$ cat config.mk
export PLATFORM = sky130hd
export DESIGN_NAME = dacDualFront
export DESIGN_NICKNAME = d
export VERILOG_FILES = /design/src/rtl/dacFrontPkg.sv /design/src/rtl/dacSyncBits.sv /design/src/rtl/dacChanCtrl.sv /design/src/rtl/dacChanData.sv /design/src/rtl/dacDualFront.sv
export SDC_FILE = /design/constraint.sdc
export NUM_CORES = 1
export LEC_CHECK = 0
export BUFFER_PORTS_ARGS = -buffer_cell sky130_fd_sc_hd__buf_2
export CORE_MARGIN = 2
export CORE_UTILIZATION = 45
export CTS_CLUSTER_DIAMETER = 50
export DETAILED_ROUTE_END_ITERATION = 7
export PLACE_DENSITY = 0.67
export SKIP_LAST_GASP = 1
export SLEW_MARGIN = 10
export SYNTH_ARGS = -nofsm -noshare
export SYNTH_HDL_FRONTEND = slang
export SYNTH_SLANG_ARGS = --single-unit
$ cat constraint.sdc
create_clock -name clk -period 2.4 [get_ports clk]
set_input_delay 0.12 -clock clk [delete_from_list [all_inputs] [get_ports clk]]
set_output_delay 0.12 -clock clk [all_outputs]
set_load 0.05 [all_outputs]
$ cat src/rtl/dacFrontPkg.sv
package dacFrontPkg;

  // Serial word length shared by every channel.
  localparam int WORD_LEN = 16;

  // Per-channel strobes from the control logic to the datapath.
  typedef struct packed {
    logic shift;     // take one serial bit into the shift register
    logic capture;   // copy the completed word into the holding register
    logic loadNew;   // write the completed word straight into the DAC register
    logic loadHeld;  // write the holding register into the DAC register
  } chanStrobes_t;

endpackage

$ cat src/rtl/dacSyncBits.sv
module dacSyncBits #(
  parameter int WIDTH = 4,
  parameter int STAGES = 2,
  parameter logic [WIDTH-1:0] RESET_VAL = '0
) (
  input  logic             clk,
  input  logic             rstN,
  input  logic [WIDTH-1:0] asyncIn,
  output logic [WIDTH-1:0] syncOut
);

  logic [STAGES-1:0][WIDTH-1:0] stageQ;

  always_ff @(posedge clk or negedge rstN) begin
    if (!rstN) begin
      stageQ <= {STAGES{RESET_VAL}};
    end else begin
      stageQ[0] <= asyncIn;
      for (int s = 1; s < STAGES; s++) begin
        stageQ[s] <= stageQ[s-1];
      end
    end
  end

  assign syncOut = stageQ[STAGES-1];

endmodule

$ cat src/rtl/dacChanCtrl.sv
module dacChanCtrl
  import dacFrontPkg::*;
#(
  parameter int WORD_BITS = WORD_LEN,
  parameter int CNT_W = $clog2(WORD_BITS)
) (
  input  logic             clk,
  input  logic             rstN,
  input  logic             bitClkS,
  input  logic             frameNS,
  input  logic             loadNS,
  output chanStrobes_t     strobes,
  output logic [CNT_W-1:0] bitCount
);

  localparam logic [CNT_W-1:0] LAST_IDX = CNT_W'(WORD_BITS - 1);

  logic clkPrev, framePrev, loadPrev;
  logic active, pending;
  logic [CNT_W-1:0] cnt;

  logic clkFall, frameFall, frameRise, loadFall;
  logic shiftHit, lastBit;

  // Edges are found in the system clock domain.
  assign clkFall   = clkPrev & ~bitClkS;
  assign frameFall = framePrev & ~frameNS;
  assign frameRise = ~framePrev & frameNS;
  assign loadFall  = loadPrev & ~loadNS;

  assign shiftHit = active & ~frameNS & clkFall;
  assign lastBit  = shiftHit && (cnt == LAST_IDX);

  always_comb begin
    strobes          = '0;
    strobes.shift    = shiftHit;
    strobes.capture  = lastBit & loadNS;
    strobes.loadNew  = lastBit & ~loadNS;
    strobes.loadHeld = loadFall & pending & ~lastBit;
  end

  always_ff @(posedge clk or negedge rstN) begin
    if (!rstN) begin
      clkPrev   <= 1'b1;
      framePrev <= 1'b1;
      loadPrev  <= 1'b1;
      active    <= 1'b0;
      pending   <= 1'b0;
      cnt       <= '0;
    end else begin
      clkPrev   <= bitClkS;
      framePrev <= frameNS;
      loadPrev  <= loadNS;

      if (frameFall) begin
        active <= 1'b1;
        cnt    <= '0;
      end else if (frameRise) begin
        active <= 1'b0;     // an unfinished word is dropped
        cnt    <= '0;
      end else if (lastBit) begin
        active <= 1'b0;
        cnt    <= '0;
      end else if (shiftHit) begin
        cnt <= cnt + 1'b1;
      end

      if (lastBit) begin
        pending <= loadNS;
      end else if (strobes.loadHeld) begin
        pending <= 1'b0;
      end
    end
  end

  assign bitCount = cnt;

endmodule

$ cat src/rtl/dacChanData.sv
module dacChanData
  import dacFrontPkg::*;
#(
  parameter int RES = 14,
  parameter int WORD_BITS = WORD_LEN
) (
  input  logic           clk,
  input  logic           rstN,
  input  chanStrobes_t   strobes,
  input  logic           serBitS,
  output logic [RES-1:0] dacCode,
  output logic           updatePulse
);

  logic [WORD_BITS-1:0] shiftReg, holdReg, nextWord;
  logic [RES-1:0]       dacReg;
  logic                 pulseQ;

  assign nextWord = {shiftReg[WORD_BITS-2:0], serBitS};

  always_ff @(posedge clk or negedge rstN) begin
    if (!rstN) begin
      shiftReg <= '0;
      holdReg  <= '0;
      dacReg   <= '0;
      pulseQ   <= 1'b0;
    end else begin
      if (strobes.shift)   shiftReg <= nextWord;
      if (strobes.capture) holdReg  <= nextWord;
      if (strobes.loadNew)       dacReg <= nextWord[RES-1:0];
      else if (strobes.loadHeld) dacReg <= holdReg[RES-1:0];
      pulseQ <= strobes.loadNew | strobes.loadHeld;
    end
  end

  assign dacCode     = dacReg;
  assign updatePulse = pulseQ;

endmodule

$ cat src/rtl/dacDualFront.sv
module dacDualFront
  import dacFrontPkg::*;
#(
  parameter int RESOLUTION = 14,
  parameter int SYNC_STAGES = 2,
  parameter int WORD_BITS = WORD_LEN
) (
  input  logic                  clk,
  input  logic                  rstN,
  input  logic [1:0]            bitClk,
  input  logic [1:0]            serData,
  input  logic [1:0]            frameN,
  input  logic [1:0]            loadN,
  output logic [RESOLUTION-1:0] codeA,
  output logic [RESOLUTION-1:0] codeB,
  output logic [1:0]            updatePulse
);

  localparam int NUM_CH = 2;
  localparam int CNT_W = $clog2(WORD_BITS);
  // Idle levels in order {load, frame, data, clock}.
  localparam logic [3:0] IDLE_LEVELS = 4'b1101;

  logic [NUM_CH-1:0][RESOLUTION-1:0] codeBus;
  logic [NUM_CH-1:0][CNT_W-1:0]      bitCnt;

  for (genvar ch = 0; ch < NUM_CH; ch++) begin : g_chan
    logic [3:0]   syncBus;
    chanStrobes_t chanStrobes;

    dacSyncBits #(
      .WIDTH(4), .STAGES(SYNC_STAGES), .RESET_VAL(IDLE_LEVELS)
    ) u_sync (
      .clk(clk), .rstN(rstN),
      .asyncIn({loadN[ch], frameN[ch], serData[ch], bitClk[ch]}),
      .syncOut(syncBus)
    );

    dacChanCtrl #(.WORD_BITS(WORD_BITS), .CNT_W(CNT_W)) u_ctrl (
      .clk(clk), .rstN(rstN),
      .bitClkS(syncBus[0]), .frameNS(syncBus[2]), .loadNS(syncBus[3]),
      .strobes(chanStrobes), .bitCount(bitCnt[ch])
    );

    dacChanData #(.RES(RESOLUTION), .WORD_BITS(WORD_BITS)) u_data (
      .clk(clk), .rstN(rstN),
      .strobes(chanStrobes), .serBitS(syncBus[1]),
      .dacCode(codeBus[ch]), .updatePulse(updatePulse[ch])
    );
  end

  assign codeA = codeBus[0];
  assign codeB = codeBus[1];

endmodule

# Yosys cells after proc, flatten, opt, wreduce, memory -nomap -nowiden
# Index checks and enable logic that the tools add are counted.
[op_classes]
n_reduce_logical = 10
bitwise = 32
n_addsub = 2
muxes = 22
eq_ne = 2
[op_table]
columns = ["op", "n"]
rows = [
  ["$mux 14", 4],
  ["$mux 4", 8],
  ["$and 1x1->1", 20],
  ["$mux 1", 10],
  ["$not 1->1", 10],
  ["$add 4x1->4 const B", 2],
  ["$eq 4x4->1 const B", 2],
  ["$reduce_bool 2->1", 4],
  ["$reduce_bool 4->1", 2],
  ["$reduce_bool 3->1", 2],
  ["$logic_and 1x1->1", 2],
  ["$or 1x1->1", 2],
]
[word_totals]
output_inout_bits = 30
inputBits = 10
reg_bits = 118

# Longest topological paths before layout
# Gate-level depths: netlist of run 1.
[depth]
ltp_word = 8
mapped_depth = 5

# Hierarchy
# A second synthesis of run 1 with hierarchy kept.
[unflattened]
hier_cells = 356
area_unflattened_um2 = 4874.7
[modules_own_cells]
columns = ["module", "area_per_inst_um2", "seq_area_each_um2", "cells_each", "n_inst"]
rows = [
  ["dacChanData", 1690.4, 1051.0, 119, 2],
  ["dacChanCtrl", 509.2, 229.0, 47, 2],
  ["dacSyncBits", 237.7, 207.7, 12, 2],
]

# Worst setup path after synthesis of run 1
# Ideal clock, no wire load.
[synth_timing]
path_type = "register to register"
start = "register g_chan[0].u_sync.stageQ, in the netlist g_chan[0].u_sync.syncOut[2]"
end = "register g_chan[0].u_ctrl.cnt[3]"
stages_incl_launch_ff = 6
t_arrival_ns = 1.574
setup_time_ns = 0.066
n_path_buf = 0
slack_ns = 0.760
path_cell_list = "dfstp_2 inv_1 ha_1 or2_2 a2111oi_0 a221o_1"
[synth_rtl]
columns = ["element", "line", "text"]
rows = [
  ["start: declaration", "dacSyncBits.sv:12", "logic [STAGES-1:0][WIDTH-1:0] stageQ;"],
  ["start signal: assignment", "dacSyncBits.sv:16", "stageQ <= {STAGES{RESET_VAL}};"],
  ["start signal: indexed assignment", "dacSyncBits.sv:20", "stageQ[s] <= stageQ[s-1];"],
  ["$not 1->1 (*)", "dacChanCtrl.sv:27", "assign frameFall = framePrev & ~frameNS;"],
  ["$and 1x1->1 (*)", "dacChanCtrl.sv:27", ""],
  ["named net g_chan[0].u_ctrl.frameFall", "dacChanCtrl.sv:22", "logic clkFall, frameFall, frameRise, loadFall;"],
  ["$reduce_bool 4->1 (no source line) or $mux 4 (tied branches)", "-", ""],
  ["end signal: assignment", "dacChanCtrl.sv:65", "cnt <= cnt + 1'b1;"],
  ["end: declaration", "dacChanCtrl.sv:20", "logic [CNT_W-1:0] cnt;"],
]
# The timed path passes the listed nets; every way through them passes the cells marked *.
# A chain may end at the register's enable or synchronous reset.

# Worst setup path after layout of run 1
[layout_timing]
start = "register g_chan[0].u_ctrl.cnt[0]"
end = "register g_chan[0].u_data.dacReg[11]"
[layout_between]
elab_chain_len = 5
[layout_rtl]
columns = ["element", "line", "text"]
rows = [
  ["$eq 4x4->1 (*)", "dacChanCtrl.sv:32", "assign lastBit = shiftHit && (cnt == LAST_IDX);"],
  ["$logic_and 1x1->1 (*)", "dacChanCtrl.sv:32", ""],
  ["$not 1->1", "dacChanCtrl.sv:39", "strobes.loadHeld = loadFall & pending & ~lastBit;"],
  ["$and 1x1->1", "dacChanCtrl.sv:39", ""],
  ["$reduce_bool 2->1 (no source line)", "-", ""],
  ["end signal: assignment", "dacChanData.sv:30", "if (strobes.loadNew) dacReg <= nextWord[RES-1:0];"],
  ["end signal: assignment", "dacChanData.sv:31", "else if (strobes.loadHeld) dacReg <= holdReg[RES-1:0];"],
  ["end: declaration", "dacChanData.sv:16", "logic [RES-1:0] dacReg;"],
]
# Mark *: on every way between the ends. The rest lies on a longest branch, timed or not.

==> impl_results.md, run 1 <==
- Top routing layer in use: met4
- Fin nets: 447
- I/O pins: 40
- Worst reg2reg path depth: 4
- Largest net degree at the start of global routing: between 60 and 70
- Wire length on met2: about 4100 um
- Avg WL per Cell: 15.1 um
- Core box area: a little over 10,000 um^2
- Post-synth cell types: 42
- Die W: 107 um
- CP required: 2.79 ns
- Initial antenna violation count: 0
- Cell accounting for the most synthesized area: dfrtp_1
- GRT Total Usage: 16.7%
- Setup-failing EPs final: 0
- Multi-input logic area: approximately 1500 um^2
- H-Tree Depth: 4
- Critical path peak fanout: 15
- Cells after synthesis: 377
- CTS Buf Count: 17
- Slew headroom: just under 60%
- Die area: between 10,000 and 15,000 um^2
- N_diodes: 0
- Final hold violation count: 0
- Placed cell area: 5070 um^2
- Setup TNS: 0 ns
- Met3 WL: 288 um
- First-pass GRT wire length: 14,800 um
- Comb power frac: 5.1%
- Fin area: 5730 um^2
- Setup Buffers After CTS: 0
- Routed wire length: 8750 um
- P_int: 0.00374 W
- Global placement routability congestion: 0.740
- Max cap viols: 0
- Avg Cell Area, Syn: 12.6 um^2
- Die Height: ~110 um
- Clock Latency Late Sink: 0.51 ns
- Fmax: 512 MHz
- Clk sinks: 118
- Rows: 37
- Worst vdd ir: 421 uV
- Tmin final: 1.95 ns
- YS warnings: 0
- Seq. cell area: about 3000 um^2
- Sequential share of power: 45.5%
- Synth top area cells: dfrtp_1 53%, dfstp_2 9.9%, a221o_1 6.1%, mux2_1 5.7%, inv_1 3.0%
- Switching Share: 23.0%
- Fin crit share: 81.4%
- WP data arrival: between 2 and 2.5 ns
- Filler instances: roughly 870
- IO buf count: 39
- Commonest non-fill, non-tap cell in the layout: dfrtp_1
- Remaining DRCs: 0
- DRT iter0 DRCs: 189
- Clock skew: 0.00970 ns
- Register bit total from synthesis: 118
- CTS tree: done
- M1 WL: 4200 um
- DP HPWL: approximately 5400 um
- Outcome: complete, no violations
- Area Growth Syn to Fin: 20.6%
- Routed Antenna Nets: 0
- Power Dens Cells: 847 nW/um^2
- P_leak: between 2 and 3 nW
- Vias post-DR: 3,071
- CTS max path bufs: 2
- Initial Utilization: 46.3%
- Clock transition at path regs: 0.06 ns
- CP endpoint kind: flip-flop
- HP Class: in2async
- Total global routing overflow: 0
- RSZ-0062 raised after global routing: false
- Layout cells sized above 1: 25.7%
- Top cell type's share of synthesized area: 52.6%
- Most frequent cells in the layout: 100 x dfrtp_1, 38 x inv_1, 38 x buf_2
- Net Count, Synth: 393
- Startpoint types: flip-flop
- Clock power frac: 49.4%
- Least-Margin Pin Slew: 0.619 ns
- Register area share after synthesis: 62.6%
- WS Path Type: reg2reg
- P_sw: 0.00112 W
- Max-slew violations: 0
- Vias in the first global route: 3,092
- DR vias/cell: between 5 and 6
- First-pass detailed-route iteration total: 5
- Root Buffer: clkbuf_8
- Worst hold slack: 0.0988 ns
- Synth Cell Area: 4750 um^2
[state kept, by name, indices dropped and copies added (netlist names)]
register                   count
g_chan.u_data.shiftReg        26
g_chan.u_ctrl.framePrev        2
g_chan.u_ctrl.pending          2
g_chan.u_data.dacCode         28
g_chan.u_ctrl.active           2
g_chan.u_sync.stageQ           8
g_chan.u_ctrl.loadPrev         2
g_chan.u_ctrl.bitCount         8
g_chan.u_sync.syncOut          8
g_chan.u_ctrl.clkPrev          2
g_chan.u_data.holdReg         28
g_chan.u_data.updatePulse      2
[path summary, 6_finish.rpt]
check / startpoint / endpoint / slack (ns)
max in group asynchronous: rstN / g_chan[1].u_sync.stageQ[3] / 1.59
hold reg to reg: g_chan[0].u_sync.stageQ[1] / g_chan[0].u_sync.syncOut[1] / 0.35
setup reg to reg: g_chan[0].u_ctrl.bitCount[0] / g_chan[0].u_data.dacCode[11] / 0.45
hold / removal: rstN / g_chan[0].u_data.holdReg[7] / 0.1
min in group clk: serData[1] / g_chan[1].u_sync.stageQ[1] / 0.25
setup / recovery: g_chan[0].u_ctrl.bitCount[0] / g_chan[0].u_data.dacCode[11] / 0.45
[synthesized netlist by cell type (all sizes together)]
cell,count
a22o,1
o32ai,1
mux2,28
a2111o,1
buf,16
a21o,1
o22a,3
nand3,11
nand4b,2
o2bb2a,1
dfstp,18
a2111oi,1
a211oi,3
a21oi,2
a31o,2
or2,2
nor3,28
o21ai,28
o22ai,1
a221o,29
ha,6
dfrtp,100
inv,38
nor2,3
a2bb2oi,2
o31ai,1
and4bb,2
nand4bb,2
and3,3
o2111ai,1
nand2,33
clkbuf,5
and2,2
[through the flow]
step	setup slack, ns	power [W]	utilization, %	cells
floorplan	0.760	0.00237	-	377
global placement	0.480	0.00247	49.3	539
detailed placement	0.449	0.00248	49.3	539
CTS	0.448	0.00491	55.8	580
global route	0.301	0.00506	55.8	580
finish	0.445	0.00485	55.8	580
[power by group through the flow]
stage,clock [W],sequential (W),combinational (W)
detailed placement,0,0.00224,0.000241
CTS,0.00245,0.00221,0.000253
global route,0.00255,0.00222,0.000286
floorplan,0,0.00222,0.000159
global placement,0,0.00224,0.000233
finish,0.00240,0.00221,0.000248
[area by class of cell]
| cell class | count | share of cell area, % |
|---|---|---|
| timing repair buffer | 56 | 6.29 |
| inverter | 38 | 2.49 |
| sequential | 118 | 51.9 |
| tap | 136 | 2.97 |
| multi-input combinational | 200 | 26.3 |
| clock buffer | 20 | 7.77 |
| clock inverter | 12 | 2.25 |
[critical path: stages, from the launching register on]
cell	delay, ns
dfrtp_1	0.39
ha_1	0.27
nand4b_4	0.26
o22a_1	0.48
a221o_1	0.44
[what timing repair did]
action | in CTS | in global routing
resized for setup | 0 | 0
hold buffers | 9 | 0
hold endpoints to repair | 72 | 0
[per-layer routing]
metal / vias up / track usage, %
met5: - / 0
met4: 0 / 6.77
met3: 16 / 4.74
met2: 59 / 25.3
met1: 1532 / 22.7
li1: 1464 / -
[kinds of logic after synthesis]
group | synth area share (%)
fa+ha+maj | 1.58
compound gates | 13.1
flops | 62.6
buf+inv | 5.69
simple gates | 10.4
mux | 6.63
Power figures use the tool's default switching activity.
==> run 2: changes to the inputs <==
PLACE_DENSITY = 0.69   (was 0.67)
clock period = 1.6 ns   (was 2.4 ns; I/O delays follow)
==> run 2 against run 1 <==
Compared with the run above:
- the run now ends with setup timing left
- clock power grew 39%
- sequential cell count unchanged
- via count is 9.0% higher
- register-to-register slack lost 0.49 ns
- wire length rose by 24%
- final cell count rose by 7.8%
- global-route usage is 2.2 points higher
- first-iteration DRC count increased by 26%
- largest cell class unchanged
- largest power group unchanged
==> impl_results.md, run 2 (synthesis results as in run 1) <==
- Initial Utilization: 46.3%
- Area Growth Syn to Fin: 35.3%
- Design Power: 0.00728 W
- Final worst slack: -0.0458 ns
- HP Class: in2reg
- Routed Antenna Nets: 0
- Failing checks: setup timing
- WP data arrival: 2.03 ns
- GR Layer Usage met2: 30.1%
- Placed cell area: 5320 um^2
- Least-Margin Pin Slew: 0.306 ns
- Vias in the first global route: between 3,000 and 4,000
- Filler instances: 774
- WP depth: 4
- Die area: 11,400 um^2
- Die W: roughly 110 um
- Fin crit share: 103%
- Buf+Inv Stages, Crit Path: 1
- CTS Buf Count: 17
- Routed wire length: 10,900 um
- GRT busiest layer: met2
- Switching Share: 24.3%
- CTS tree: done
- Clock transition at path regs: 0.05 ns
- WS Path Type: reg2reg
- Initial antenna violation count: 0
- Met1 usage: 24.0%
- DRT iter0 DRCs: roughly 240
- Critical path peak fanout: 4
- I/O pins: 40
- Tmin final: 1.65 ns
- CTS max path bufs: 2
- Fin area: roughly 6400 um^2
- Die Height: between 100 and 150 um
- Crit-path cells: and4bb_2 -> buf_4 -> nand2_1 -> a221o_1
- Clk sinks: about 120
- Setup-failing EPs final: 17
- GRT Total Usage: around a fifth
- Comb power frac: under 10%
- H-Tree Depth: 4
- CP required: 1.99 ns
- Rows: 37
- M3 GR Usage: 5.53%
- Top delay family on crit path: flip-flops
- Outcome: finished with violations
- First-pass GRT wire length: 16,700 um
- N_diodes: 0
- Clock power frac: 45.8%
- Total global routing overflow: 0
- Avg WL per Cell: between 15 and 20 um
- Final hold violation count: 0
- Fmax: between 600 and 700 MHz
- RSZ-0062 raised after global routing: true
- Fin nets: 492
- Layout cells sized above 1: 39.1%
- Vias post-DR: 3,348
- Core box area: 10,300 um^2
- Commonest non-fill, non-tap cell in the layout: dfrtp_1
- CP endpoint kind: flip-flop
- Most frequent cells in the layout: 100 x dfrtp_1, 38 x buf_2, 37 x inv_1
- Slowest CP cell: dfstp_2
- Worst reg2reg path depth: 4
- Power Dens Cells: 1130 nW/um^2
- Clock skew: 0.0100 ns
- Startpoint types: flip-flop
- First-pass detailed-route iteration total: 5
- Sequential share of power: 45.4%
- Clock Latency Late Sink: roughly 0.51 ns
- Global placement routability congestion: between 0.7 and 0.8
- Worst vdd ir: ~720 uV
- Remaining DRCs: 0
- Final core occ: 62.6%
- P_leak: 3.14 nW
- Hold path cells: 2
- Setup TNS: -0.191 ns
- Slew headroom: 79.6%
- Max cap viols: 0
- Root Buffer: clkbuf_8
- Largest net degree at the start of global routing: 59
- CP peak stage delay: 0.56 ns
- Max-slew violations: 0
- P_sw: roughly 0.0018 W
- P_int: 0.00551 W
- DP HPWL: around 5900 um
- IO buf count: 39
- DR vias/cell: 5.36
run 2: power by group through the flow:
stage / logic [W] / clock network [W] / registers [W]
after floorplan: 0.000241 / 0 / 0.00332
after global placement: 0.000493 / 0 / 0.00332
after detailed placement: 0.000511 / 0 / 0.00333
after CTS: 0.000561 / 0.00340 / 0.00329
after global routing: 0.000717 / 0.00356 / 0.00332
final: 0.000636 / 0.00334 / 0.00331
run 2: repair_timing:
item / in CTS / in global routing
hold endpoints to repair: 117 / 0
endpoints found under the setup margin: 40 / 57
hold buffers: 11 / 0
resized for setup: 11 / 42
buffers inserted: 6 / 7
pin swaps: 5 / 22
gates cloned: 1 / 3
run 2: final cells by class:
class / count / area, um^2 / area share (%)
multi-input combinational: 200 / 1720 / 26.8
timing repair buffer: 101 / 900 / 14.0
tap: 136 / 170 / 2.65
inverter: 38 / 145 / 2.26
clock buffer: 21 / 429 / 6.67
clock inverter: 11 / 87.6 / 1.36
sequential: 118 / 2980 / 46.3
run 2: worst paths after layout:
path                                             from                           end  slack, ns
hold / removal                               loadN[1]    g_chan[1].u_sync.stageQ[3]       0.20
setup reg to reg             g_chan[0].u_ctrl.clkPrev  g_chan[0].u_ctrl.bitCount[3]      -0.05
setup / recovery             g_chan[0].u_ctrl.clkPrev  g_chan[0].u_ctrl.bitCount[3]      -0.05
max in group asynchronous                        rstN   g_chan[0].u_data.holdReg[0]       0.16
hold reg to reg            g_chan[0].u_sync.stageQ[1]   g_chan[0].u_sync.syncOut[1]       0.34
min in group asynchronous                        rstN      g_chan[0].u_ctrl.pending       0.52
run 2: worst reg2reg max path: cells and delay by family (launching register included):
family | cells | cell delay (ns)
compound gates | 1 | 0.36
buf+inv | 1 | 0.16
flops | 1 | 0.56
simple gates | 2 | 0.45
run 2: stage by stage:
step,setup slack (ns),std cells,hold WS [ns]
after floorplan,-0.00648,377,-0.216
after detailed placement,-0.446,565,-0.0154
after CTS,-0.00681,615,0.180
after global placement,-0.365,565,-0.0176
final,-0.0458,625,0.205
after global routing,-0.0827,625,0.193
run 2: per-layer routing:
metal	share of wire, %	wire [um]	up-vias
li1	-	-	1544
met4	1.2	135	0
met2	52	5680	67
met5	0	0	-
met3	3.6	392	10
met1	43	4670	1727
